## config.mk

```make
export PLATFORM = sky130hd
export DESIGN_NAME = pad_ctl_cell
export DESIGN_NICKNAME = d
export VERILOG_FILES = /design/src/rtl/pad_ctl_pkg.sv /design/src/rtl/pad_cfg_store.sv /design/src/rtl/pad_route_mux.sv /design/src/rtl/pad_ctl_cell.sv
export SDC_FILE = /design/constraint.sdc
export NUM_CORES = 1
export LEC_CHECK = 0
export BUFFER_PORTS_ARGS = -buffer_cell sky130_fd_sc_hd__buf_2
export CAP_MARGIN = 20
export CORE_MARGIN = 8
export CORE_UTILIZATION = 35
export DETAILED_ROUTE_END_ITERATION = 10
export HOLD_SLACK_MARGIN = 0.08
export PLACE_DENSITY = 0.8
export SETUP_SLACK_MARGIN = 0.02
export SLEW_MARGIN = 10
export SYNTH_ARGS = -nofsm -noshare
export SYNTH_HDL_FRONTEND = slang
export SYNTH_SLANG_ARGS = --single-unit
```

## constraint.sdc

```tcl
create_clock -name clk -period 0.8 [get_ports clk]
set_clock_uncertainty 0.05 [all_clocks]
set_input_delay 0.16 -clock clk [delete_from_list [all_inputs] [get_ports clk]]
set_output_delay 0.16 -clock clk [all_outputs]
set_load 0.01 [all_outputs]
```

## src/rtl/pad_ctl_pkg.sv

```systemverilog
package pad_ctl_pkg;

  localparam int unsigned MODE_W = 3;
  localparam int unsigned CFG_W  = 13;

  typedef struct packed {
    logic [MODE_W-1:0] mode;     // 12:10
    logic              trip;     // 9
    logic              slew;     // 8
    logic              ana_pol;  // 7
    logic              ana_sel;  // 6
    logic              ana_en;   // 5
    logic              ib;       // 4
    logic              inp_dis;  // 3
    logic              hold;     // 2
    logic              out_dis;  // 1
    logic              mgmt_en;  // 0
  } pad_cfg_t;

  // Reset words for the two cell variants
  localparam logic [CFG_W-1:0] RST_SINGLE = 13'h0403;
  localparam logic [CFG_W-1:0] RST_FULL   = 13'h1801;

  localparam logic [MODE_W-1:0] MODE_PULL_UP   = 3'b010;
  localparam logic [MODE_W-1:0] MODE_PULL_DOWN = 3'b011;

endpackage

```

## src/rtl/pad_cfg_store.sv

```systemverilog
module pad_cfg_store
  import pad_ctl_pkg::*;
#(
  parameter logic [CFG_W-1:0] RST_VAL = RST_SINGLE
) (
  input  logic             clk,
  input  logic             rst,
  input  logic [CFG_W-1:0] word_i,
  input  logic             load_i,
  output pad_cfg_t         cfg_o
);

  pad_cfg_t cfg_q;

  always_ff @(posedge clk) begin
    if (rst) begin
      cfg_q <= pad_cfg_t'(RST_VAL);
    end else if (load_i) begin
      cfg_q <= pad_cfg_t'(word_i);
    end
  end

  assign cfg_o = cfg_q;


  hold_without_load_chk: assert property (@(posedge clk) disable iff (rst)
    !load_i |=> $stable(cfg_q));


  capture_on_load_chk: assert property (@(posedge clk) disable iff (rst)
    load_i |=> (cfg_q == pad_cfg_t'($past(word_i))));

endmodule

```

## src/rtl/pad_route_mux.sv

```systemverilog
module pad_route_mux
  import pad_ctl_pkg::*;
#(
  parameter bit FULL_TRIPLE = 1'b0
) (
  input  logic              clk,
  input  logic              rst,
  input  logic [MODE_W-1:0] mode_i,
  input  logic              inp_dis_i,
  input  logic              out_dis_i,
  input  logic              mgmt_en_i,
  input  logic              user_out_i,
  input  logic              user_oe_i,
  output logic              user_in_o,
  input  logic              mgmt_out_i,
  input  logic              mgmt_oe_i,
  output logic              mgmt_in_o,
  input  logic              pad_in_i,
  output logic              pad_out_o,
  output logic              pad_oe_o
);

  logic in_gated;
  logic pull_mode;
  logic m_out, m_oe, m_in;

  assign in_gated  = pad_in_i & ~inp_dis_i;
  assign pull_mode = (mode_i == MODE_PULL_UP) || (mode_i == MODE_PULL_DOWN);

  generate
    if (FULL_TRIPLE) begin : g_full
      assign m_out = mgmt_out_i;
      assign m_oe  = mgmt_oe_i;
      assign m_in  = in_gated;


      full_oe_ignores_cfg_chk: assert property (@(posedge clk) disable iff (rst)
        (mgmt_en_i && out_dis_i && mgmt_oe_i) |-> pad_oe_o);
    end else begin : g_single
      logic wire_is_input;
      assign wire_is_input = pull_mode | out_dis_i;
      assign m_oe  = ~out_dis_i;
      assign m_out = pull_mode ? ~mode_i[0] : (out_dis_i ? 1'b0 : mgmt_out_i);
      assign m_in  = wire_is_input ? in_gated : 1'b0;


      single_oe_ignores_port_chk: assert property (@(posedge clk) disable iff (rst)
        (mgmt_en_i && !out_dis_i && !mgmt_oe_i) |-> pad_oe_o);


      pull_forces_out_chk: assert property (@(posedge clk) disable iff (rst)
        (mgmt_en_i && pull_mode) |-> (pad_out_o == !mode_i[0]));
    end
  endgenerate

  always_comb begin
    if (mgmt_en_i) begin
      pad_out_o = m_out;
      pad_oe_o  = m_oe;
      mgmt_in_o = m_in;
      user_in_o = 1'b0;
    end else begin
      pad_out_o = user_out_i;
      pad_oe_o  = user_oe_i;
      mgmt_in_o = 1'b0;
      user_in_o = in_gated;
    end
  end


  user_owns_pad_chk: assert property (@(posedge clk) disable iff (rst)
    !mgmt_en_i |-> (pad_out_o == user_out_i) && (pad_oe_o == user_oe_i) && !mgmt_in_o);


  input_blocked_chk: assert property (@(posedge clk) disable iff (rst)
    inp_dis_i |-> (!user_in_o && !mgmt_in_o));

endmodule

```

## src/rtl/pad_ctl_cell.sv

```systemverilog
module pad_ctl_cell
  import pad_ctl_pkg::*;
#(
  parameter bit FULL_TRIPLE = 1'b0
) (
  input  logic              clk,
  input  logic              rst,
  input  logic [CFG_W-1:0]  cfg_word_i,
  input  logic              cfg_load_i,
  input  logic              user_out_i,
  input  logic              user_oe_i,
  output logic              user_in_o,
  input  logic              mgmt_out_i,
  input  logic              mgmt_oe_i,
  output logic              mgmt_in_o,
  input  logic              pad_in_i,
  output logic              pad_out_o,
  output logic              pad_oe_o,
  output logic [MODE_W-1:0] pad_mode_o,
  output logic              pad_trip_o,
  output logic              pad_slew_o,
  output logic              pad_ana_pol_o,
  output logic              pad_ana_sel_o,
  output logic              pad_ana_en_o,
  output logic              pad_ib_o,
  output logic              pad_inp_dis_o,
  output logic              pad_hold_o
);

  localparam logic [CFG_W-1:0] RST_WORD = FULL_TRIPLE ? RST_FULL : RST_SINGLE;

  pad_cfg_t cfg;

  pad_cfg_store #(
    .RST_VAL (RST_WORD)
  ) u_store (
    .clk    (clk),
    .rst    (rst),
    .word_i (cfg_word_i),
    .load_i (cfg_load_i),
    .cfg_o  (cfg)
  );

  pad_route_mux #(
    .FULL_TRIPLE (FULL_TRIPLE)
  ) u_mux (
    .clk        (clk),
    .rst        (rst),
    .mode_i     (cfg.mode),
    .inp_dis_i  (cfg.inp_dis),
    .out_dis_i  (cfg.out_dis),
    .mgmt_en_i  (cfg.mgmt_en),
    .user_out_i (user_out_i),
    .user_oe_i  (user_oe_i),
    .user_in_o  (user_in_o),
    .mgmt_out_i (mgmt_out_i),
    .mgmt_oe_i  (mgmt_oe_i),
    .mgmt_in_o  (mgmt_in_o),
    .pad_in_i   (pad_in_i),
    .pad_out_o  (pad_out_o),
    .pad_oe_o   (pad_oe_o)
  );

  // Static pad controls come straight from the held word
  assign pad_mode_o    = cfg.mode;
  assign pad_trip_o    = cfg.trip;
  assign pad_slew_o    = cfg.slew;
  assign pad_ana_pol_o = cfg.ana_pol;
  assign pad_ana_sel_o = cfg.ana_sel;
  assign pad_ana_en_o  = cfg.ana_en;
  assign pad_ib_o      = cfg.ib;
  assign pad_inp_dis_o = cfg.inp_dis;
  assign pad_hold_o    = cfg.hold;


  static_stable_chk: assert property (@(posedge clk) disable iff (rst)
    !cfg_load_i |=> $stable(pad_mode_o) && $stable(pad_hold_o) && $stable(pad_trip_o));

endmodule

```

==> results.sh <==
export IMPL_status="finished, violations left"
export IMPL_violations="negative setup slack"
export IMPL_initial_core_util=0.3673
export IMPL_antenna_found_initial=0
export IMPL_final_layout_size_suffix_gt1_frac=0.6900
export IMPL_port_buffers=34
export IMPL_stdcell_count=116
export IMPL_grt_max_degree=16
export IMPL_critPathBufInv=1
export IMPL_overflow=0
export IMPL_dpl_cell_area_sq_um=789.5
export IMPL_slowest_stage="dfxtp_4"
export IMPL_fin_area_sq_um=970.9
export IMPL_dp_hpwl_mm=1.176
export IMPL_setup_viol=19
export IMPL_final_nets=122
export IMPL_ant_nets=0
export IMPL_die_y_microns=55.30
export IMPL_yosysWarnings=0
export IMPL_cts_buffers=3
export IMPL_routed_wl_mm=1.684
export IMPL_clockPowerShare=0.260
export IMPL_tightestPinTransition_ps=377.7
export IMPL_p_sw_mw=0.3736
export IMPL_cp_required_ps=590
export IMPL_crit_arrival_ps=1160
export IMPL_drt_pass1_iterations=2
export IMPL_swShare=0.2520
export IMPL_crit_chain="nor3b_4 > a31oi_2 > a21oi_2 > buf_2"
export IMPL_dp_cells=107
export IMPL_rsz0062_at_grt="true"
export IMPL_seqPwrFrac=0.493
export IMPL_cp_start_kind="flip-flop"
export IMPL_synth_seq_area_share=0.4815
export IMPL_avgSynthCellArea_sq_um=10.20
export IMPL_fin_ws_ps=-571.5
export IMPL_power_internal_mw=1.109
export IMPL_synth_area_sq_um=540.5
export IMPL_hold_viol_final=0
export IMPL_post_drt_wl_per_cell_microns=14.52
export IMPL_io_pins=36
export IMPL_cts_root_buf="clkbuf_4"
export IMPL_cap_viol_max_count=0
export IMPL_maxSlewViolCount=0
export IMPL_ys_ff_latch=13
export IMPL_n_antenna_cell=0
export IMPL_clkTransAtPathRegs_ps=80
export IMPL_holdWs_ps=41.89
export IMPL_slew_headroom=0.7482
export IMPL_combPwrFrac=0.247
export IMPL_slowest_delay_ps=370
export IMPL_path_delay_family="flip-flops"
export IMPL_drc_errors=0
export IMPL_cts_buffer_depth=2
export IMPL_period_needed_ps=1372
export IMPL_utilization=0.6599
export IMPL_gp_congestion=0.7061
export IMPL_cts_tree="yes"
export IMPL_pre_cts_slack_ps=-257.3
export IMPL_grt_pass1_wl_mm=2.421
export IMPL_largest_register_ffs=13
export IMPL_hp_class="in2reg"
export IMPL_core_sq_um=1471
export IMPL_leakagePower_nw=0.4915
export IMPL_endpoint_kind="output pin"
export IMPL_area_delta_synth_final_pct=79.63
export IMPL_peakVddDrop_mv=1.272
export IMPL_grt_pass1_vias=548
export IMPL_syn_nets=74
export IMPL_vias=542
export IMPL_gr_usage_all_layers=0.09524
export IMPL_vias_per_cell=4.672
export IMPL_crit_type="reg2out"
export IMPL_p_per_area_nw_per_um2=1527
export IMPL_insertion_delay_ps=260
export IMPL_htree_levels=1
export IMPL_synth_cell_types=18
export IMPL_cts_sinks=13
export IMPL_rows=14
export IMPL_min_period_over_period=1.714
export IMPL_die_w_microns=55.30
export IMPL_drt_iter0_markers=7
export IMPL_dieArea_sq_um=3058
export IMPL_clock_fmax_mhz=729.1
export IMPL_syn_inst=53
export IMPL_critical_path_max_fanout=3
## layout by cell type (no fill, tap or decap)
master and instances:
buf_2 22, buf_6 17, nor2_1 11, mux2i_1 11, dfxtp_2 11, buf_4 7
clkbuf_4 3, nor3b_4 2, nand2_1 2, dfxtp_4 2, inv_2 1, nand2b_4 1
a31oi_2 1, a21oi_2 1, nand3b_1 1, a21oi_1 1, inv_1 1, o211ai_1 1
nor2b_1 1, a211o_1 1, mux2_4 1, clkbuf_1 1
## logic make-up (layout without fill, tap and decap cells)
family                 count (synthesis)  in the layout  share of synthesized area
AND/OR/NAND/NOR                       18             18                     0.1551
flip-flops                            13             13                     0.4815
multiplexers                          12             12                     0.2245
AO/OA/AOI/OAI                          5              5                    0.06020
buffers and inverters                  5             52                    0.07868
## power groups by stage
stage               Clock (mW)  Combinational (mW)  Sequential, mW
floorplan                    0               0.136           0.747
global placement             0               0.277           0.725
detailed placement           0               0.283           0.728
CTS                      0.402               0.345           0.724
global route             0.429               0.390           0.735
finish                   0.386               0.366           0.731
## path summary, 6_finish.rpt
path                                    endpoint                      startpoint  slack (ps)  cells past startpoint
setup / recovery                       pad_out_o  u_store.cfg_o[11]$_SDFFE_PP0P_        -570                      4
hold / removal    u_store.cfg_o[10]$_SDFFE_PP1P_                  cfg_word_i[10]          40                      2
setup reg to reg  u_store.cfg_o[10]$_SDFFE_PP1P_  u_store.cfg_o[10]$_SDFFE_PP1P_        -170                      3
hold reg to reg    u_store.cfg_o[6]$_SDFFE_PP0P_   u_store.cfg_o[6]$_SDFFE_PP0P_         450                      2
## per-stage QoR
step	TNS (ps)	power (mW)
after floorplan	-400.3	0.8832
after global placement	-2438	1.003
after detailed placement	-2530	1.011
after CTS	-4136	1.471
after global routing	-4903	1.554
final	-4221	1.482
## timing repair
item | CTS | global route
endpoints found under the setup margin | 17 | 20
hold endpoints to repair | 8 | 2
pin swaps | 1 | 2
buffers inserted | 2 | 3
resized for setup | 24 | 4
## layer usage
metal | vias up | global-route usage | routed length [microns]
met2 | 19 | 0.1795 | 929
li1 | 275 | - | -
met1 | 244 | 0.08147 | 619
met5 | - | 0 | 0
met4 | 0 | 0.06690 | 57
met3 | 4 | 0.02968 | 77
## cells in the mapped netlist
master / count / area, sq um
a21oi_1: 2 / 10.01
a31oi_1: 1 / 6.260
nor3b_1: 2 / 15.01
nor2b_1: 1 / 6.260
nor2_1: 11 / 41.29
clkbuf_1: 1 / 3.750
nand3b_1: 1 / 7.510
inv_1: 1 / 3.750
o211ai_1: 1 / 7.510
mux2_1: 1 / 11.26
buf_6: 1 / 11.26
inv_2: 1 / 3.750
buf_12: 1 / 20.02
nand2_1: 2 / 7.510
nand2b_1: 1 / 6.260
mux2i_1: 11 / 110.1
a211o_1: 1 / 8.760
dfxtp_1: 13 / 260.3
## final cells by class
type                       count  area, sq um
clock buffer                   4        26.28
fill                         123        500.5
inverter                       2        7.507
multi-input combinational     35        281.5
sequential                    13        281.5
tap                           16        20.02
timing repair buffer          46        354.1
Power figures use the tool's default switching activity.
